$ cat config.mk
export PLATFORM = sky130hd
export DESIGN_NAME = pause_req_gen
export DESIGN_NICKNAME = d
export VERILOG_FILES = /design/src/rtl/pause_pkg.sv /design/src/rtl/ring_tracker.sv /design/src/rtl/pause_fsm.sv /design/src/rtl/pause_req_gen.sv
export SDC_FILE = /design/constraint.sdc
export NUM_CORES = 1
export LEC_CHECK = 0
export BUFFER_PORTS_ARGS = -buffer_cell sky130_fd_sc_hd__buf_4
export CAP_MARGIN = 25
export CORE_MARGIN = 3
export CORE_UTILIZATION = 33
export CTS_CLUSTER_DIAMETER = 150
export DETAILED_ROUTE_END_ITERATION = 8
export HOLD_SLACK_MARGIN = 0.02
export SYNTH_ARGS = -nofsm -noshare
export SYNTH_HDL_FRONTEND = slang
export SYNTH_SLANG_ARGS = --single-unit
$ cat constraint.sdc
create_clock -name clk -period 5.75 [get_ports clk]
set_clock_uncertainty 0.15 [all_clocks]
set_input_delay 0.575 -clock clk [delete_from_list [all_inputs] [get_ports clk]]
set_output_delay 0.575 -clock clk [all_outputs]
set_load 0.03 [all_outputs]
$ cat src/rtl/pause_pkg.sv
package pause_pkg;
    typedef enum logic [1:0] {
        ST_IDLE   = 2'd0,
        ST_WATCH  = 2'd1,
        ST_HOLD   = 2'd2,
        ST_FORCED = 2'd3
    } pause_state_e;
endpackage

$ cat src/rtl/ring_tracker.sv
module ring_tracker #(
    parameter int LENW = 8
) (
    input  logic            clk,
    input  logic            rst_n,
    input  logic            prm_we,
    input  logic            fp_we,
    input  logic [LENW-1:0] new_len,
    input  logic [LENW-1:0] new_thr,
    input  logic [LENW-1:0] new_fp,
    input  logic            consume,
    output logic [LENW-1:0] free_cnt,
    output logic            below
);
    logic [LENW-1:0] len_q, thr_q, fp_q, idx_q;
    logic [LENW:0]   idx_inc;

    assign idx_inc = {1'b0, idx_q} + 1'b1;

    always_ff @(posedge clk or negedge rst_n) begin
        if (!rst_n) begin
            len_q <= '0;
            thr_q <= '0;
            fp_q  <= '0;
            idx_q <= '0;
        end else if (prm_we) begin
            len_q <= new_len;
            thr_q <= new_thr;
            fp_q  <= '0;
            idx_q <= '0;
        end else begin
            if (fp_we && (new_fp < len_q))
                fp_q <= new_fp;
            if (consume && (len_q != '0))
                idx_q <= (idx_inc == {1'b0, len_q}) ? '0 : idx_inc[LENW-1:0];
        end
    end

    always_comb begin
        if (fp_q >= idx_q)
            free_cnt = fp_q - idx_q;
        else
            free_cnt = fp_q + len_q - idx_q;
    end

    assign below = (len_q != '0) && (free_cnt < thr_q);
endmodule

$ cat src/rtl/pause_fsm.sv
module pause_fsm
    import pause_pkg::*;
(
    input  logic         clk,
    input  logic         rst_n,
    input  logic         lfc_en,
    input  logic         manual_pause,
    input  logic         any_low,
    output pause_state_e state,
    output logic         pause_req
);
    pause_state_e state_q, state_d;

    always_comb begin
        if (manual_pause)
            state_d = ST_FORCED;
        else if (!lfc_en)
            state_d = ST_IDLE;
        else if (any_low)
            state_d = ST_HOLD;
        else
            state_d = ST_WATCH;
    end

    always_ff @(posedge clk or negedge rst_n) begin
        if (!rst_n)
            state_q <= ST_IDLE;
        else
            state_q <= state_d;
    end

    always_comb begin
        unique case (state_q)
            ST_IDLE:   pause_req = 1'b0;
            ST_WATCH:  pause_req = 1'b0;
            ST_HOLD:   pause_req = 1'b1;
            ST_FORCED: pause_req = 1'b1;
            default:   pause_req = 1'b0;
        endcase
    end

    assign state = state_q;
endmodule

$ cat src/rtl/pause_req_gen.sv
module pause_req_gen
    import pause_pkg::*;
#(
    parameter int NRINGS = 8,
    parameter int LENW   = 8,
    localparam int RSELW = $clog2(NRINGS),
    localparam int ADDRW = RSELW + 1,
    localparam int DATAW = 2 * LENW
) (
    input  logic                   clk,
    input  logic                   rst_n,
    input  logic                   wr_en,
    input  logic [ADDRW-1:0]       wr_addr,
    input  logic [DATAW-1:0]       wr_data,
    input  logic [NRINGS-1:0]      consume,
    input  logic [NRINGS-1:0]      active_mask,
    input  logic                   lfc_en,
    input  logic                   rx_busy,
    input  logic                   manual_pause,
    output logic                   pause_req,
    output logic [NRINGS*LENW-1:0] free_cnt,
    output logic                   param_err
);
    logic              wr_is_fp;
    logic [RSELW-1:0]  wr_ring;
    logic              prm_locked;
    logic              prm_illegal;
    logic [NRINGS-1:0] below_vec;
    logic [NRINGS-1:0] low_vec;
    logic              err_q;
    pause_state_e      state;

    assign wr_is_fp    = wr_addr[RSELW];
    assign wr_ring     = wr_addr[RSELW-1:0];
    assign prm_locked  = lfc_en && rx_busy;
    assign prm_illegal = wr_en && !wr_is_fp && prm_locked;

    for (genvar r = 0; r < NRINGS; r++) begin : g_ring
        logic sel;
        assign sel = wr_en && (wr_ring == RSELW'(r));
        ring_tracker #(.LENW(LENW)) i_trk (
            .clk      (clk),
            .rst_n    (rst_n),
            .prm_we   (sel && !wr_is_fp && !prm_locked),
            .fp_we    (sel && wr_is_fp),
            .new_len  (wr_data[LENW-1:0]),
            .new_thr  (wr_data[DATAW-1:LENW]),
            .new_fp   (wr_data[LENW-1:0]),
            .consume  (consume[r]),
            .free_cnt (free_cnt[r*LENW +: LENW]),
            .below    (below_vec[r])
        );
    end

    assign low_vec = below_vec & active_mask;

    always_ff @(posedge clk or negedge rst_n) begin
        if (!rst_n)
            err_q <= 1'b0;
        else if (prm_illegal)
            err_q <= 1'b1;
    end
    assign param_err = err_q;

    pause_fsm i_fsm (
        .clk          (clk),
        .rst_n        (rst_n),
        .lfc_en       (lfc_en),
        .manual_pause (manual_pause),
        .any_low      (|low_vec),
        .state        (state),
        .pause_req    (pause_req)
    );
endmodule

==> metrics.yaml, run 1 <==
drive_gt1_share_pct: 8.55
core_region_area_sq_um: 72000
vias: 21300
routedWlPerCell_microns: 19.3
ys_ff_latch: 258
yosys_warnings: 0
drt-total-wl_mm: 76.3
reg2reg_from: "g_ring[0].i_trk.fp_q[1]"
flow.area_growth_from_synthesis_pct: 11.8
fmax_mhz: 187
die_h_microns: 276
globalRouteMet1Util_pct: 26.9
post_syn_nets: 3304
tightest_slew_ns: 1.11
timing_worst_setup_path_type: "reg -> reg"
hold_path.class: "in -> reg"
grt_first_pass_wirelength_mm: 120
design.portCount: 108
place.gp.congestion: 0.907
filler_cell_count: 7410
insertedDiodeCount: 0
ctsHoldBuffers: 1
drt_first_iter_violations: 1683
detail_route.first_pass.iterations: 6
slew_margin_rel_pct: 26.0
yosys.area.top_type: "sky130_fd_sc_hd__dfrtp_1"
worstPathCellList: "inv_1, fa_1, inv_1, ha_1, a21o_1, a21oi_2, o21bai_1, a2111oi_1, nor4_1, or4b_1, nor3_1, buf_4, ha_1, and4_1, a21oi_1, nand4_1, o2111ai_1, or4_1, nor4_1, a31oi_1"
critPathBufInv: 3
floorplan.initialDensity_pct: 33.5
drc: 0
max_stage_delay_ns: 0.70
report.final.slew_viol_count: 0
fp.dieArea_sq_um: 76400
detailed_place.area_sq_um: 25900
worst_r2r_path_cells: 20
antenna_left: 0
via_per_inst: 5.39
worstSkewPairLatency_ns: 0.61
status: "finished, final reports clean"
final.period_utilization_pct: 93.0
max-cap-violations: 0
final_util_pct: 37.5
reg2reg_to: "i_fsm.state[1]"
net_count_final: 3341
postSynth.asyncResetShare_pct: 100
worstPathMaxFanout: 4
ys_seq_area_share_pct: 26.7
cts_htree_levels: 1
globalRoute.busiestLayer: "met2"
critical-path-slowest-cell: "sky130_fd_sc_hd__a2111oi_1"
cts_root_buf: "sky130_fd_sc_hd__clkbuf_16"
placementRows: 98
clockBufferDepth: 3
holdPathStages: 3
dominantRegCellSynth: "sky130_fd_sc_hd__dfrtp_1"
cp-start-kind: "register"
grt_use_met3_pct: 3.01
design_area_sq_um: 27000
hold_slack_ns: 0.121
number_of_synthesized_flops_with_an_enable_pin: 0
yosys-top-cells-area: "sky130_fd_sc_hd__dfrtp_1 (27%), sky130_fd_sc_hd__ha_1 (13%), sky130_fd_sc_hd__inv_1 (6.3%)"
total_gr_overflow: 0
end_kind: "register"
place.detailed.hpwl_mm: 56.4
grt.met2_usage_pct: 32.0
setup_violations: 0
timing_hold_violations_final: 0
hold_start: "manual_pause"
worst-endpoint-arrival_ns: 5.67
cts_post_setup_buffers_inserted: 0
first_global_vias: 20500
synth_area_per_cell_sq_um: 8.18
synth.lib_cells_used.distinct: 73
grt_start_max_net_pins: 108
cts_made_buffers: 31
syn-instance-count: 2950
min_to: "i_fsm.state[1]"
clk_pin_slew_worst_paths_ns: 0.07
regToRegSetupSlack_ns: 0.40
grt_antenna_before_repair: 4
crit_family: "simple AND/OR/NAND/NOR gates"
die_x_microns: 276
portBuffers: 107
grt_use_total_pct: 19.5
unrepaired_setup_endpoints_after_global_routing: "false"
netlist.area_leader.share_pct: 26.7
numClockSinks: 258
totalNegativeSetupSlack_ns: 0
crit_required_ns: 6.07
netlist_area_sq_um: 24100
fin_crit_period_ns: 5.35
tritoncts: "yes"
cts_resized: 0
[tightest hold or removal path: stages]
cell	delay (ns)
sky130_fd_sc_hd__buf_4	0.14
sky130_fd_sc_hd__inv_1	0.05
sky130_fd_sc_hd__a31oi_1	0.07
[sequential cells by signal, indices dropped and copies added, names as in the netlist]
signal	flops
g_ring.i_trk.idx_q	64
g_ring.i_trk.len_q	64
param_err	1
g_ring.i_trk.fp_q	64
g_ring.i_trk.thr_q	64
i_fsm.state	1
[layout by cell type (no fill, tap or decap), types with 34 or more instances in the layout]
master                     instances
sky130_fd_sc_hd__nand3_1         194
sky130_fd_sc_hd__o21ai_0         167
sky130_fd_sc_hd__xnor2_1         108
sky130_fd_sc_hd__mux2_2           64
sky130_fd_sc_hd__a21oi_1         181
sky130_fd_sc_hd__a31oi_1         101
sky130_fd_sc_hd__nand2_1         284
sky130_fd_sc_hd__a21o_1           69
sky130_fd_sc_hd__ha_1            248
sky130_fd_sc_hd__xor2_1           50
sky130_fd_sc_hd__inv_1           405
sky130_fd_sc_hd__a2111o_1         48
sky130_fd_sc_hd__nor2_1          149
sky130_fd_sc_hd__dfrtp_1         258
sky130_fd_sc_hd__fa_1             64
sky130_fd_sc_hd__buf_4           128
sky130_fd_sc_hd__nand2b_1         34
[worst max-delay path by stage]
stage                              from              to  cells past startpoint
5_1_grt         g_ring[0].i_trk.fp_q[1]  i_fsm.state[1]                     20
3_3_place_gp    g_ring[0].i_trk.fp_q[1]  i_fsm.state[1]                     20
4_1_cts         g_ring[0].i_trk.fp_q[1]  i_fsm.state[1]                     20
2_1_floorplan   g_ring[0].i_trk.fp_q[1]  i_fsm.state[1]                     19
6_report        g_ring[0].i_trk.fp_q[1]  i_fsm.state[1]                     20
3_5_place_dp   g_ring[0].i_trk.idx_q[1]  i_fsm.state[1]                     19
[metal layers]
metal  share of wire, %  vias to the layer above  wire, microns
li1                   -                    10400              -
met5              0.016                        -             12
met1                 45                    10200          34200
met2                 46                      616          35000
met3                6.7                      120           5080
met4                2.7                        2           2020
[area by class of cell]
type                       instances  area, sq um  share of cell area, %
clock buffer                      41          873                   3.24
clock inverter                    12          229                  0.848
inverter                         405         1520                   5.63
multi-input combinational       2159        15700                   58.1
sequential                       258         6460                   23.9
tap                              950         1190                   4.40
timing repair buffer             132         1030                   3.83
[per-stage QoR]
stage / setup slack, ns / cells
floorplan: 0.335 / 2950
global placement: 0.581 / 3898
detailed placement: 0.474 / 3900
CTS: 0.472 / 3954
global route: 0.118 / 3957
finish: 0.403 / 3957
[synthesized netlist by cell type, types with 15 or more instances]
cell type                  instances
sky130_fd_sc_hd__a2111o_1         48
sky130_fd_sc_hd__a211oi_1         15
sky130_fd_sc_hd__a21o_1           69
sky130_fd_sc_hd__a21oi_1         181
sky130_fd_sc_hd__a31oi_1         101
sky130_fd_sc_hd__and3_1           18
sky130_fd_sc_hd__clkbuf_1        110
sky130_fd_sc_hd__dfrtp_1         258
sky130_fd_sc_hd__fa_1             64
sky130_fd_sc_hd__ha_1            248
sky130_fd_sc_hd__inv_1           405
sky130_fd_sc_hd__mux2_2           64
sky130_fd_sc_hd__mux2i_1          33
sky130_fd_sc_hd__nand2_1         284
sky130_fd_sc_hd__nand2b_1         34
sky130_fd_sc_hd__nand3_1         194
sky130_fd_sc_hd__nand4_1          26
sky130_fd_sc_hd__nor2_1          149
sky130_fd_sc_hd__nor2b_1          27
sky130_fd_sc_hd__nor3_1           35
sky130_fd_sc_hd__nor4_1           28
sky130_fd_sc_hd__o21a_1           19
sky130_fd_sc_hd__o21ai_0         167
sky130_fd_sc_hd__xnor2_1         108
sky130_fd_sc_hd__xor2_1           50
[logic make-up (layout without fill, tap and decap cells)]
| kind of cell | Yosys count | after routing | synth area share [%] |
|---|---|---|---|
| XOR/XNOR | 158 | 158 | 5.73 |
| AND/OR/NAND/NOR | 879 | 879 | 17.6 |
| flip-flops | 258 | 258 | 26.7 |
| buffers and inverters | 533 | 590 | 8.34 |
| AO/OA/AOI/OAI | 713 | 713 | 19.1 |
| multiplexers | 97 | 97 | 4.35 |
| adder cells (fa/ha/maj) | 312 | 312 | 18.2 |
Power of run 1 is not shown: default switching activity piles up to over one toggle a cycle in this logic, so the estimate is an artifact.
==> inputs of run 2 (changes only) <==
--- a/config.mk
+++ b/config.mk
@@ -5,6 +5,7 @@
 export SDC_FILE = /design/constraint.sdc
 export NUM_CORES = 1
 export LEC_CHECK = 0
+export ABC_AREA = 1
 export BUFFER_PORTS_ARGS = -buffer_cell sky130_fd_sc_hd__buf_4
 export CAP_MARGIN = 25
 export CORE_MARGIN = 3
==> run 2 against run 1 <==
Net effect:
- routed wire length down 15%
- critical path depth rose by 6
- via count shrank 15%
- cell count fell by 5.6%
- global-route usage shrank 0.22 points
- worst setup slack improved by 1.1 ns
- maximum frequency increased by 26%
- cell area fell by 9.8%
- worst hold slack lost 0.023 ns
- first-iteration DRC count down 25%
- die area is 11% lower
- utilization rose by 0.87 points
==> metrics.yaml, run 2 <==
flow.area_growth_from_synthesis_pct: 14.2
detail_route.first_pass.iterations: 5  # -1
worst_r2r_path_cells: 26  # +30%
total_gr_overflow: 0  # unchanged
unrepaired_setup_endpoints_after_global_routing: "false"
worstSkewPairLatency_ns: 0.55  # -0.06 ns
yosys_warnings: 0  # unchanged
most_frequent_cell_after_synthesis: "sky130_fd_sc_hd__inv_1"
clk_pin_slew_worst_paths_ns: 0.06  # about the same
tightest_slew_ns: 0.946  # -0.162 ns
critical-path-slowest-cell: "sky130_fd_sc_hd__fa_1"
first_global_vias: 17900  # -13%
floorplan.initialDensity_pct: 33.6  # +0.056 points
grt_use_total_pct: 19.3  # -0.22 points
ys_ff_latch: 258  # unchanged
synth_area_per_cell_sq_um: 7.72  # -5.6%
antenna_left: 0  # unchanged
post_syn_nets: 3113  # -5.8%
drc: 0  # unchanged
netlist.area_leader.share_pct: 30.3  # +3.6 points
portBuffers: 107  # unchanged
fin_ws_ns: 1.50  # +1.09 ns
netlist_area_sq_um: 21300  # -12%
grt_antenna_before_repair: 2  # -2
placementRows: 92  # -6.1%
globalRoute.busiestLayer: "met2"
max_stage_delay_ns: 0.55  # -0.15 ns
slew_margin_rel_pct: 36.6  # +11 points
cts_post_setup_buffers_inserted: 0  # unchanged
crit_required_ns: 6.03  # -0.04 ns
routedWlPerCell_microns: 17.3  # -10%
die_h_microns: 260  # -5.9%
die_x_microns: 260  # -5.9%
vias: 18100  # -15%
place.detailed.hpwl_mm: 47.6  # -16%
top_library_cells_by_usage_in_the_layout_fill_and_taps_aside: "sky130_fd_sc_hd__inv_1 (537), sky130_fd_sc_hd__nand2_1 (529), sky130_fd_sc_hd__dfrtp_1 (258), sky130_fd_sc_hd__ha_1 (248), sky130_fd_sc_hd__o21ai_1 (156)"
regToRegSetupSlack_ns: 1.50  # +1.09 ns
ys_seq_area_share_pct: 30.3  # +3.6 points
reg2reg_to: "i_fsm.state[1]"
hold_slack_ns: 0.0981  # -0.0232 ns
drt_first_iter_violations: 1267  # -25%
yosys-top-cells-area: "sky130_fd_sc_hd__dfrtp_1 (30%), sky130_fd_sc_hd__ha_1 (15%), sky130_fd_sc_hd__inv_1 (9.5%)"
cts_htree_levels: 2  # +1
yosys.area.top_type: "sky130_fd_sc_hd__dfrtp_1"
number_of_synthesized_flops_with_an_enable_pin: 0  # unchanged
cts_made_buffers: 34  # +9.7%
via_per_inst: 4.85  # -10%
numClockSinks: 258  # unchanged
grt_first_pass_wirelength_mm: 101  # -16%
fin_crit_period_ns: 4.25  # -1.09 ns
insertedDiodeCount: 0  # unchanged
totalNegativeSetupSlack_ns: 0  # unchanged
drt-total-wl_mm: 64.7  # -15%
path_common_cell: "sky130_fd_sc_hd__nand2_1"
holdPathStages: 3  # unchanged
grt_use_met3_pct: 3.73  # +0.72 points
reg2reg_from: "g_ring[2].i_trk.idx_q[2]"
design.portCount: 108  # unchanged
syn-instance-count: 2759  # -6.5%
max-cap-violations: 0  # unchanged
timing_worst_setup_path_type: "reg -> reg"
clockBufferDepth: 3  # unchanged
fp.dieArea_sq_um: 67700  # -11%
status: "finished, final reports clean"
cts_root_buf: "sky130_fd_sc_hd__clkbuf_16"
net_count_final: 3219  # -3.7%
filler_cell_count: 6529  # -12%
preCtsSetupSlack_ns: 1.51  # +1.04 ns
grt_start_max_net_pins: 116  # +7.4%
place.gp.congestion: 0.872  # -3.9%
end_kind: "register"
grt.met2_usage_pct: 30.7  # -1.3 points
timing_hold_violations_final: 0  # unchanged
worstPathMaxFanout: 6  # +2
hold_start: "manual_pause"
report.final.slew_viol_count: 0  # unchanged
core_region_area_sq_um: 63400  # -12%
min_to: "i_fsm.state[1]"
worst-endpoint-arrival_ns: 4.53  # -1.14 ns
cp-start-kind: "register"
fmax_mhz: 235  # +26%
dominantRegCellSynth: "sky130_fd_sc_hd__dfrtp_1"
most_common_cell_after_layout_fill_and_taps_aside: "sky130_fd_sc_hd__inv_1"
final.period_utilization_pct: 74.0  # -19 points
tritoncts: "yes"
drive_gt1_share_pct: 7.93  # -0.62 points
postSynth.asyncResetShare_pct: 100  # unchanged
hold_path.class: "in -> reg"
post_synth_most_frequent_cells: "sky130_fd_sc_hd__inv_1 (537), sky130_fd_sc_hd__nand2_1 (529), sky130_fd_sc_hd__dfrtp_1 (258)"
setup_violations: 0  # unchanged
synth.lib_cells_used.distinct: 56  # -23%
globalRouteMet1Util_pct: 26.7  # -0.18 points
[run 2: changes by cell type after synthesis, moves of 52 or more]
cell / delta
sky130_fd_sc_hd__xnor2_1: -72
sky130_fd_sc_hd__inv_1: +132
sky130_fd_sc_hd__a21oi_1: -74
sky130_fd_sc_hd__o22ai_1: +52
sky130_fd_sc_hd__nand3_1: -59
sky130_fd_sc_hd__a31oi_1: -97
sky130_fd_sc_hd__mux2_2: -59
sky130_fd_sc_hd__o21ai_1: +155
sky130_fd_sc_hd__clkbuf_1: -76
sky130_fd_sc_hd__nand2_1: +245
[run 2: metrics by stage]
stage,util (%),cells,cell area (sq um)
after detailed placement,36.4,3674,23100
final,38.4,3735,24300
after global placement,36.4,3674,23100
after floorplan,-,2759,21300
after global routing,38.4,3735,24300
after CTS,38.4,3735,24300
[run 2: worst max-delay path, delay by kind of cell, from the launching register on]
family | cells | cell delay [ns]
compound gates | 3 | 0.44
xor+xnor | 1 | 0.13
fa+ha+maj | 3 | 1.22
buf+inv | 2 | 0.10
flops | 1 | 0.46
simple gates | 17 | 1.60
[run 2: area by class of cell]
type	instances	area (sq um)	area share, %
Multi-Input combinational cell	1901	12600	51.7
Sequential cell	258	6460	26.5
Inverter	552	2080	8.54
Tap cell	846	1060	4.35
Clock buffer	45	1010	4.13
Timing Repair Buffer	118	908	3.73
Clock inverter	15	240	0.987
[run 2: timing repair]
item / 4_1_cts / 5_1_grt
hold endpoints to repair: 84 / 0
gates resized for setup: 0 / 0
hold buffers: 1 / 0
[run 2: how the worst max path moves through the flow]
| stage | cells after the start | slack, ns | to | startpoint |
|---|---|---|---|---|
| 2_1_floorplan | 20 | 1.81 | i_fsm.state[1] | g_ring[6].i_trk.idx_q[2] |
| 3_3_place_gp | 26 | 1.52 | i_fsm.state[1] | g_ring[2].i_trk.idx_q[2] |
| 3_5_place_dp | 26 | 1.51 | i_fsm.state[1] | g_ring[2].i_trk.idx_q[2] |
| 4_1_cts | 26 | 1.46 | i_fsm.state[1] | g_ring[2].i_trk.idx_q[2] |
| 5_1_grt | 26 | 1.22 | i_fsm.state[1] | g_ring[2].i_trk.idx_q[2] |
| 6_report | 26 | 1.50 | i_fsm.state[1] | g_ring[2].i_trk.idx_q[2] |
[run 2: cells by family (layout without fill, tap and decap cells)]
| kind of cell | count (synthesis) | after routing | synth area share [%] |
|---|---|---|---|
| AO/OA/AOI/OAI | 527 | 527 | 13.9 |
| adder cells (fa/ha/maj) | 312 | 312 | 20.6 |
| buffers and inverters | 600 | 730 | 10.7 |
| multiplexers | 11 | 11 | 0.552 |
| flip-flops | 258 | 258 | 30.3 |
| AND/OR/NAND/NOR | 915 | 915 | 18.3 |
| XOR/XNOR | 136 | 136 | 5.62 |
[run 2: routing by layer]
metal	wire, microns	vias up
met5	13	-
met4	1690	2
met3	4020	80
met2	28500	380
met1	30500	8482
li1	-	9174
Power of run 2 is left out for the same reason.
